### src/rtl/rpt_add_pkg.sv
package rpt_add_pkg;

  typedef enum logic [2:0] {
    ST_IDLE = 3'd0,
    ST_LOAD = 3'd1,
    ST_TEST = 3'd2,
    ST_ADD  = 3'd3,
    ST_DONE = 3'd4
  } seq_state_t;

  function automatic logic is_busy(input seq_state_t s);
    return (s == ST_LOAD) || (s == ST_TEST) || (s == ST_ADD);
  endfunction

endpackage

### src/rtl/rpt_add_ctrl.sv
module rpt_add_ctrl
  import rpt_add_pkg::*;
(
  input  logic       clk,
  input  logic       rst_n,
  input  logic       start,
  input  logic       cnt_pos,
  output seq_state_t state,
  output logic       ld_en,
  output logic       add_en,
  output logic       busy
);

  seq_state_t state_nx;

  always_comb begin
    state_nx = state;
    unique case (state)
      ST_IDLE: if (start) state_nx = ST_LOAD;
      ST_LOAD: state_nx = ST_TEST;
      ST_TEST: state_nx = cnt_pos ? ST_ADD : ST_DONE;
      ST_ADD:  state_nx = ST_TEST;
      ST_DONE: if (start) state_nx = ST_LOAD;
      default: state_nx = ST_IDLE;
    endcase
  end

  always_ff @(posedge clk or negedge rst_n) begin
    if (!rst_n) state <= ST_IDLE;
    else        state <= state_nx;
  end

  always_comb begin
    ld_en  = (state == ST_LOAD);
    add_en = (state == ST_ADD);
    busy   = is_busy(state);
  end


  start_accept_chk: assert property (@(posedge clk) disable iff (!rst_n)
    (state == ST_IDLE && start) |=> busy);


  zero_count_exit_chk: assert property (@(posedge clk) disable iff (!rst_n)
    (state == ST_TEST && !cnt_pos) |=> (state == ST_DONE));


  busy_start_ignored_chk: assert property (@(posedge clk) disable iff (!rst_n)
    (state == ST_ADD && start) |=> (state == ST_TEST));

endmodule

### src/rtl/rpt_add_dpath.sv
module rpt_add_dpath #(
  parameter int OPW  = 8,
  parameter int ACCW = 16
) (
  input  logic            clk,
  input  logic            rst_n,
  input  logic            ld_en,
  input  logic            add_en,
  input  logic [OPW-1:0]  in_a,
  input  logic [OPW-1:0]  in_b,
  input  logic [OPW-1:0]  in_n,
  output logic [ACCW-1:0] acc,
  output logic            cnt_pos
);

  localparam int PADW = ACCW - OPW;

  logic [ACCW-1:0] b_q;
  logic [OPW-1:0]  cnt_q;
  logic [ACCW-1:0] acc_nx, b_nx;
  logic [OPW-1:0]  cnt_nx;

  always_comb begin
    acc_nx = acc;
    b_nx   = b_q;
    cnt_nx = cnt_q;
    if (ld_en) begin
      acc_nx = {{PADW{1'b0}}, in_a};
      b_nx   = {{PADW{1'b0}}, in_b};
      cnt_nx = in_n;
    end else if (add_en) begin
      acc_nx = acc + b_q;
      cnt_nx = cnt_q - 1'b1;
    end
  end

  always_ff @(posedge clk or negedge rst_n) begin
    if (!rst_n) begin
      acc   <= '0;
      b_q   <= '0;
      cnt_q <= '0;
    end else if (ld_en || add_en) begin
      acc   <= acc_nx;
      b_q   <= b_nx;
      cnt_q <= cnt_nx;
    end
  end

  assign cnt_pos = (cnt_q != '0);


  acc_step_chk: assert property (@(posedge clk) disable iff (!rst_n)
    add_en |=> (acc == ACCW'($past(acc) + $past(b_q))));


  cnt_step_chk: assert property (@(posedge clk) disable iff (!rst_n)
    add_en |=> (cnt_q == OPW'($past(cnt_q) - 1'b1)));


  load_capture_chk: assert property (@(posedge clk) disable iff (!rst_n)
    ld_en |=> (acc == {{PADW{1'b0}}, $past(in_a)} && cnt_q == $past(in_n)));

endmodule

### src/rtl/rpt_add_outgate.sv
module rpt_add_outgate #(
  parameter int ACCW   = 16,
  parameter int THRESH = 25
) (
  input  logic            done,
  input  logic [ACCW-1:0] acc,
  output logic [ACCW-1:0] result,
  output logic            result_vld
);

  localparam logic [ACCW-1:0] THR = ACCW'(THRESH);

  logic above;

  always_comb begin
    above      = (acc > THR);
    result_vld = done && above;
    result     = result_vld ? acc : '0;
  end

endmodule

### src/rtl/rpt_add_top.sv
module rpt_add_top
  import rpt_add_pkg::*;
#(
  parameter int OPW    = 8,
  parameter int ACCW   = 16,
  parameter int THRESH = 25
) (
  input  logic            clk,
  input  logic            rst_n,
  input  logic            start,
  input  logic [OPW-1:0]  opnd_a,
  input  logic [OPW-1:0]  opnd_b,
  input  logic [OPW-1:0]  opnd_n,
  output logic [ACCW-1:0] result,
  output logic            result_vld,
  output logic            busy
);

  seq_state_t      state;
  logic            ld_en, add_en, cnt_pos;
  logic [ACCW-1:0] acc;

  rpt_add_ctrl u_ctrl (
    .clk(clk), .rst_n(rst_n), .start(start), .cnt_pos(cnt_pos),
    .state(state), .ld_en(ld_en), .add_en(add_en), .busy(busy)
  );

  rpt_add_dpath #(.OPW(OPW), .ACCW(ACCW)) u_dpath (
    .clk(clk), .rst_n(rst_n), .ld_en(ld_en), .add_en(add_en),
    .in_a(opnd_a), .in_b(opnd_b), .in_n(opnd_n),
    .acc(acc), .cnt_pos(cnt_pos)
  );

  rpt_add_outgate #(.ACCW(ACCW), .THRESH(THRESH)) u_gate (
    .done(state == ST_DONE), .acc(acc),
    .result(result), .result_vld(result_vld)
  );


  vld_busy_excl_chk: assert property (@(posedge clk) disable iff (!rst_n)
    !(busy && result_vld));


  done_hold_chk: assert property (@(posedge clk) disable iff (!rst_n)
    (state == ST_DONE && !start) |=> ($stable(result) && $stable(result_vld)));


  out_gate_chk: assert property (@(posedge clk) disable iff (!rst_n)
    (state == ST_DONE) |-> (result_vld == (acc > ACCW'(THRESH))));

endmodule

### config.mk
export PLATFORM = sky130hd
export DESIGN_NAME = rpt_add_top
export DESIGN_NICKNAME = d
export VERILOG_FILES = /design/src/rtl/rpt_add_pkg.sv /design/src/rtl/rpt_add_ctrl.sv /design/src/rtl/rpt_add_dpath.sv /design/src/rtl/rpt_add_outgate.sv /design/src/rtl/rpt_add_top.sv
export SDC_FILE = /design/constraint.sdc
export NUM_CORES = 1
export LEC_CHECK = 0
export BUFFER_PORTS_ARGS = -buffer_cell sky130_fd_sc_hd__clkbuf_2
export CAP_MARGIN = 20
export CORE_UTILIZATION = 35
export DETAILED_ROUTE_END_ITERATION = 10
export PLACE_DENSITY = 0.54
export SLEW_MARGIN = 20
export SYNTH_ARGS = -nofsm -noshare
export SYNTH_HDL_FRONTEND = slang
export SYNTH_SLANG_ARGS = --single-unit
### constraint.sdc
create_clock -name clk -period 2.1 [get_ports clk]
set_input_delay 0 -clock clk [delete_from_list [all_inputs] [get_ports clk]]
set_output_delay 0 -clock clk [all_outputs]
set_load 0.05 [all_outputs]
==> impl_metrics.ini, run 1 <==
[drt]
drt-initial-drc-count = 110
num_vias = 2106
met2WireLength_um = 2680
drc = 0
dr.pass1.iters = 4
wire_per_inst_um = 14.3
highest_layer = met4
viasPerCell = 5.15
ant_nets = 0
wl_met1_um = 2940
wirelength_um = 5840
wl_met3_um = 147

[clocking]
cts-root-buf = clkbuf_8
worstSkewPairLatency_ns = 0.28
h-tree-depth = 2
cts_made_buffers = 5
cts_tree = yes
clock_path_buffers = 2
cts.clk_slew.worst_paths_ns = 0.07
clock-sinks = 35

[yosys]
synth_seq_cells = 35
ys_top_cells_by_count = nand2_1, dfrtp_1, a21oi_1, and2_1, o21ai_0
yosys-top-cells-area = dfrtp_1, nand2_1, ha_1
synthArstFlopShare_pct = 100
netlist_area_um2 = 2270
synth_ff_type = dfrtp_1
synth_edf_count = 0
seq_area_frac_synth_pct = 38.5
yosysTopAreaCellShare_pct = 38.5
syn-num-nets = 296
syn_inst = 258
ys_types = 48
yosysTopAreaCell = dfrtp_1
avgSynthCellArea_um2 = 8.82
ys_warn_count = 0
synth.most_common_cell = nand2_1

[power]
power_uw = 4410
p_per_area_nw_per_um2 = 1500
ir_worst_vdd_v = 0.000564
p_leak_uw = 0.00146

[placed_design]
dpl.cell_count = 380
placed_cell_area_um2 = 2650
port_buffers = 44
dp_hpwl_um = 4260
globalplace.congestion = 0.773

[sta]
period_needed_ns = 2.07
tightestPinTransition_ns = 0.911
hold_slack_ns = 0.00812
setup_violations = 0
fmax_ghz = 0.483
slew_headroom_pct = 39.3
drv_slew = 0
finClkSkew_ns = 0.00513
fin_crit_sh_pct = 98.7
rsz0062_at_grt = yes
hold_viol = 0

[global_routing]
grt_max_degree = 36
gr-total-overflow = 0
antenna_found_initial = 0
grt_usage_pct = 18.0
first_global_vias = 1824
grt_pass1_wl_um = 9070

[floorplanning]
rows = 29
die_y_um = 82.6
die_w_um = 82.6
core_um2 = 6310
ios = 45
start_util_pct = 36.0
die-area_um2 = 6830

[finish]
area_delta_synth_final_pct = 29.4
fin_cells = 409
fill_cells = 642
nets = 369
layout-drive-gt1-share_pct = 26.2
postLayoutCellArea_um2 = 2940
antennaDiodeCount = 0

[critical_path]
worstPathArrival_ns = 2.24
start_kind = register
worstPathMaxFanout = 5
critPathCaptureType = register
criticalPathCategory = reg2reg
cp_num_buf_inv = 1
cp_cell_sequence = ha_2 -> fa_2 -> a21o_1 -> a221oi_4 -> buf_4 -> xnor2_2 -> mux2i_1 -> o21ai_1
cp_top_family = compound AO/OA/AOI/OAI gates
cpPeakStageDelay_ns = 0.39
cp_slowest_cell = dfrtp_1
worstPathRequired_ns = 2.27

[worst_hold_path]
min_path_type = in2reg

[run_status]
status = complete, no violations

[job]
maxCapViolations = 0
[state kept, by name, indices dropped and copies added, names as in the netlist]
name,count
u_dpath.acc,16
u_dpath.cnt_q,8
u_dpath.b_q,8
u_ctrl.state,3
[routing by layer]
| metal | GRT usage, % | vias to the layer above |
|---|---|---|
| li1 | - | 1069 |
| met3 | 3.30 | 5 |
| met4 | 4.66 | 0 |
| met5 | 0 | - |
| met1 | 25.4 | 1000 |
| met2 | 28.2 | 32 |
[metrics by stage]
step / setup TNS [ns] / setup slack (ns) / util, %
finish: 0 / 0.0283 / 46.6
global route: -0.215 / -0.0760 / 46.6
CTS: 0 / 0.00132 / 45.9
detailed placement: -0.0394 / -0.0235 / 42.0
global placement: 0 / 0.0226 / 42.0
floorplan: 0 / 0.0311 / -
[worst register-to-register path: cells and delay by family, from the launching register on]
family                     cells  cell delay, ns
buffers and inverters          1            0.18
AOI/OAI and AO/OA              3            0.64
adders and majority gates      2            0.54
xor gates and xnor gates       1            0.05
muxes                          1            0.15
DFF                            1            0.39
[logic make-up after synthesis]
group	Yosys count	synth area share, %
xor gates and xnor gates	6	2.31
DFF	35	38.5
and+or+nand+nor	111	24.6
adders and majority gates	11	6.38
AOI/OAI and AO/OA	64	20.0
muxes	10	4.40
buffers and inverters	21	3.74
[final timing paths]
path / start / end / slack [ns] / cells past startpoint
worst max register to register: u_dpath.acc[0]$_DFFE_PN0N_ / u_dpath.acc[6]$_DFFE_PN0N_ / 0.03 / 8
worst max-delay path: u_dpath.acc[0]$_DFFE_PN0N_ / u_dpath.acc[6]$_DFFE_PN0N_ / 0.03 / 8
max in group asynchronous: rst_n / u_dpath.acc[9]$_DFFE_PN0N_ / 1.16 / 2
min in group asynchronous: rst_n / u_ctrl.state[0]$_DFFE_PN0P_ / 0.38 / 2
worst min-delay path: opnd_a[3] / u_dpath.acc[3]$_DFFE_PN0N_ / 0.008 / 3
worst min register to register: u_dpath.b_q[7]$_DFFE_PN0P_ / u_dpath.b_q[7]$_DFFE_PN0P_ / 0.49 / 2
[power by group]
part	internal [uW]	switching (uW)	total [uW]	leakage, uW
Sequential	967	316	1280	0.000430
Combinational	1220	1420	2640	0.000990
Clock	233	255	488	0.0000422
[final cells by class]
| cell class | instances | area [um^2] | share of cell area, % |
|---|---|---|---|
| clock buffers | 7 | 76.3 | 2.59 |
| clock inverters | 1 | 5.00 | 0.170 |
| inverters | 7 | 26.3 | 0.892 |
| multi-input cells | 202 | 1330 | 45.3 |
| flip-flops and latches | 35 | 876 | 29.7 |
| well taps | 77 | 96.3 | 3.27 |
| repair buffers | 80 | 531 | 18.0 |
[timing repair]
| action | CTS | global route |
|---|---|---|
| pin swaps | 1 | 1 |
| gates resized for setup | 0 | 3 |
| setup endpoints to repair | 2 | 17 |
| hold endpoints to repair | 51 | 0 |
| setup buffers | 1 | 4 |
| hold buffers | 16 | 0 |
[layout by cell type (no fill, tap or decap), drive strengths merged, types with 2 or more instances in the layout]
cell         instances
inv                  7
dfrtp               35
nand3                8
a41o                 3
nor3                 2
buf                 20
nor2                12
o21ai               17
ha                  10
a31oi                2
o22ai                7
or4                  3
dlygate4sd3         16
mux2i               10
o211ai               5
and2                14
nor4                 2
a21oi               18
a2111oi              2
nand4                4
a21o                 4
xnor2                5
nand2               49
nand2b               2
nor3b                2
o21a                 2
and3                 8
clkbuf              51
No activity file was read; power rests on OpenSTA's default activity.
==> run 2, diff against run 1 <==
--- a/config.mk
+++ b/config.mk
@@ -9,7 +9,6 @@
 export CAP_MARGIN = 20
 export CORE_UTILIZATION = 35
 export DETAILED_ROUTE_END_ITERATION = 10
-export PLACE_DENSITY = 0.54
 export SLEW_MARGIN = 20
 export SYNTH_ARGS = -nofsm -noshare
 export SYNTH_HDL_FRONTEND = slang
==> constraint.sdc (replaced) <==
create_clock -name clk -period 2.4 [get_ports clk]
set_input_delay 0 -clock clk [delete_from_list [all_inputs] [get_ports clk]]
set_output_delay 0 -clock clk [all_outputs]
set_load 0.05 [all_outputs]
==> run 2 against run 1 <==
Effect of this change:
- clock power down 11%
- highest routed layer unchanged
- first-iteration DRC count down 9.1%
- register-to-register slack better by 0.17 ns
- largest power group unchanged
- combinational power down 20%
- power down 16%
- sequential share of layout area up 1.1 points
- critical endpoint is now result[8]
- count of clock-buffer cells in the layout down 1
- utilization down 1.6 points
- non-clock buffer count down 12
- via count down 3.0%
- clock skew about the same
==> impl_metrics.ini, run 2 (synthesized netlist as in run 1, its figures left out) <==
[finish]
area_delta_synth_final_pct = 24.9
fill_cells = 654
layout.cells.most_common = nand2_1
largest_register = u_dpath.acc
antennaDiodeCount = 0
nets = 357
largest_reg_flops = 16
layout-drive-gt1-share_pct = 21.9
reg_top3 = u_dpath.acc (16), u_dpath.b_q (8), u_dpath.cnt_q (8)
postLayoutCellArea_um2 = 2840
final_cell_mix = nand2_1, clkbuf_2, dfrtp_1

[drt]
wl_met1_um = 2960
drc = 0
ant_nets = 0
num_vias = 2042
drt-initial-drc-count = 100
wire_per_inst_um = 14.5
wl_met3_um = 185
met2WireLength_um = 2580
dr.pass1.iters = 4
viasPerCell = 5.14
highest_layer = met4
wirelength_um = 5780

[critical_path]
r2r_cells = 7
ff2ff_setup_slack_ns = 0.20
crit_end = result[8]
regToRegStartpoint = u_dpath.acc[0]$_DFFE_PN0N_
start_kind = register
critPathCaptureType = output port
rr_endpoint = u_dpath.acc[12]$_DFFE_PN0N_
criticalPathCategory = reg2out
worstPathArrival_ns = 2.25
worstPathRequired_ns = 2.40
worstPathMaxFanout = 14
cp-startpoint = u_dpath.acc[12]$_DFFE_PN0N_

[run_status]
status = complete, no violations

[power]
power_frac_comb_pct = 57.2
ir_worst_vdd_v = 0.000417
clockPowerShare_pct = 11.8
p_sw_uw = 1720
seq_power_share_pct = 31.0
p_leak_uw = 0.00140
p_sw_share_pct = 46.6
p_per_area_nw_per_um2 = 1300
internal_power_uw = 1970

[job]
maxCapViolations = 0

[placed_design]
globalplace.congestion = 0.795
placed_cell_area_um2 = 2580
port_buffers = 44
dpl_worst_slack_ns = 0.201
dp_hpwl_um = 4210

[clocking]
cts_made_buffers = 5
worstSkewPairLatency_ns = 0.29
clock_path_buffers = 2
h-tree-depth = 2
clock-sinks = 35
cts_tree = yes
cts-root-buf = clkbuf_8
postCtsSetupRepairBufs = 0
cts.clk_slew.worst_paths_ns = 0.08

[sta]
setup_tns_ns = 0
slew_headroom_pct = 39.4
tightestPinTransition_ns = 0.909
fmax_ghz = 0.445
hold_viol = 0
finClkSkew_ns = 0.00508
period_needed_ns = 2.25
hold_slack_ns = 0.00467
setup_violations = 0
drv_slew = 0
rsz0062_at_grt = no
worst_slack_ns = 0.155
fin_crit_sh_pct = 93.5

[floorplanning]
core_um2 = 6310
die_y_um = 82.6
start_util_pct = 36.0
die-area_um2 = 6830
die_w_um = 82.6
rows = 29
ios = 45

[global_routing]
gr-total-overflow = 0
grt_pass1_wl_um = 9200
grt_max_degree = 36
grt_usage_pct = 18.0
antenna_found_initial = 0
first_global_vias = 1822

[worst_hold_path]
min_path_type = in2reg
-- run 2: timing repair --
action / CTS / global route
setup endpoints to repair: 0 / 0
endpoints found under the hold margin: 52 / 0
hold buffers: 17 / 0
gates resized for setup: 0 / 0
-- run 2: worst max-delay path, cell delays in order, from the launching register on --
cell and delay (ns):
dfrtp_1 0.45, nor4_1 0.49, nand4_1 0.17, and3_1 0.37, and2_1 0.24, clkbuf_2 0.23
-- run 2: layout make-up --
| class | instances | area [um^2] | share of cell area (%) |
|---|---|---|---|
| timing repair buffer | 68 | 443 | 15.6 |
| sequential | 35 | 876 | 30.8 |
| clock inverter | 2 | 12.5 | 0.441 |
| clock buffer | 6 | 72.6 | 2.56 |
| multi-input combinational | 202 | 1310 | 46.3 |
| tap | 77 | 96.3 | 3.39 |
| inverter | 7 | 26.3 | 0.925 |
-- run 2: worst min path at each step --
stage / from / endpoint / slack [ns] / cells after the start
3_5_place_dp: rst_n / u_dpath.cnt_q[4]$_DFFE_PN0N_ / 0.19 / 1
5_1_grt: opnd_a[2] / u_dpath.acc[2]$_DFFE_PN0N_ / 0.03 / 3
2_1_floorplan: rst_n / u_ctrl.state[0]$_DFFE_PN0P_ / -0.30 / 0
3_3_place_gp: rst_n / u_dpath.cnt_q[5]$_DFFE_PN0N_ / 0.18 / 1
4_1_cts: opnd_a[2] / u_dpath.acc[2]$_DFFE_PN0N_ / 0.006 / 3
6_report: opnd_a[2] / u_dpath.acc[2]$_DFFE_PN0N_ / 0.005 / 3
-- run 2: routing by layer --
layer,GRT usage [%],vias to the layer above
met5,0,-
met4,4.14,0
met3,3.41,5
met2,27.4,37
met1,26.2,961
li1,-,1039
-- run 2: per-stage QoR --
step	util [%]	instances	power, uW
final	45.0	397	3690
after global routing	45.0	397	4020
after CTS	45.0	397	3710
after detailed placement	40.9	372	3240
after global placement	40.9	372	3170
after floorplan	-	258	2730
-- run 2: power groups by stage --
stage	sequential (uW)	combinational (uW)	clock, uW
6_report	1140	2110	436
2_1_floorplan	1030	1700	0
3_3_place_gp	1140	2030	0
3_5_place_dp	1160	2090	0
5_1_grt	1190	2360	467
4_1_cts	1140	2120	446
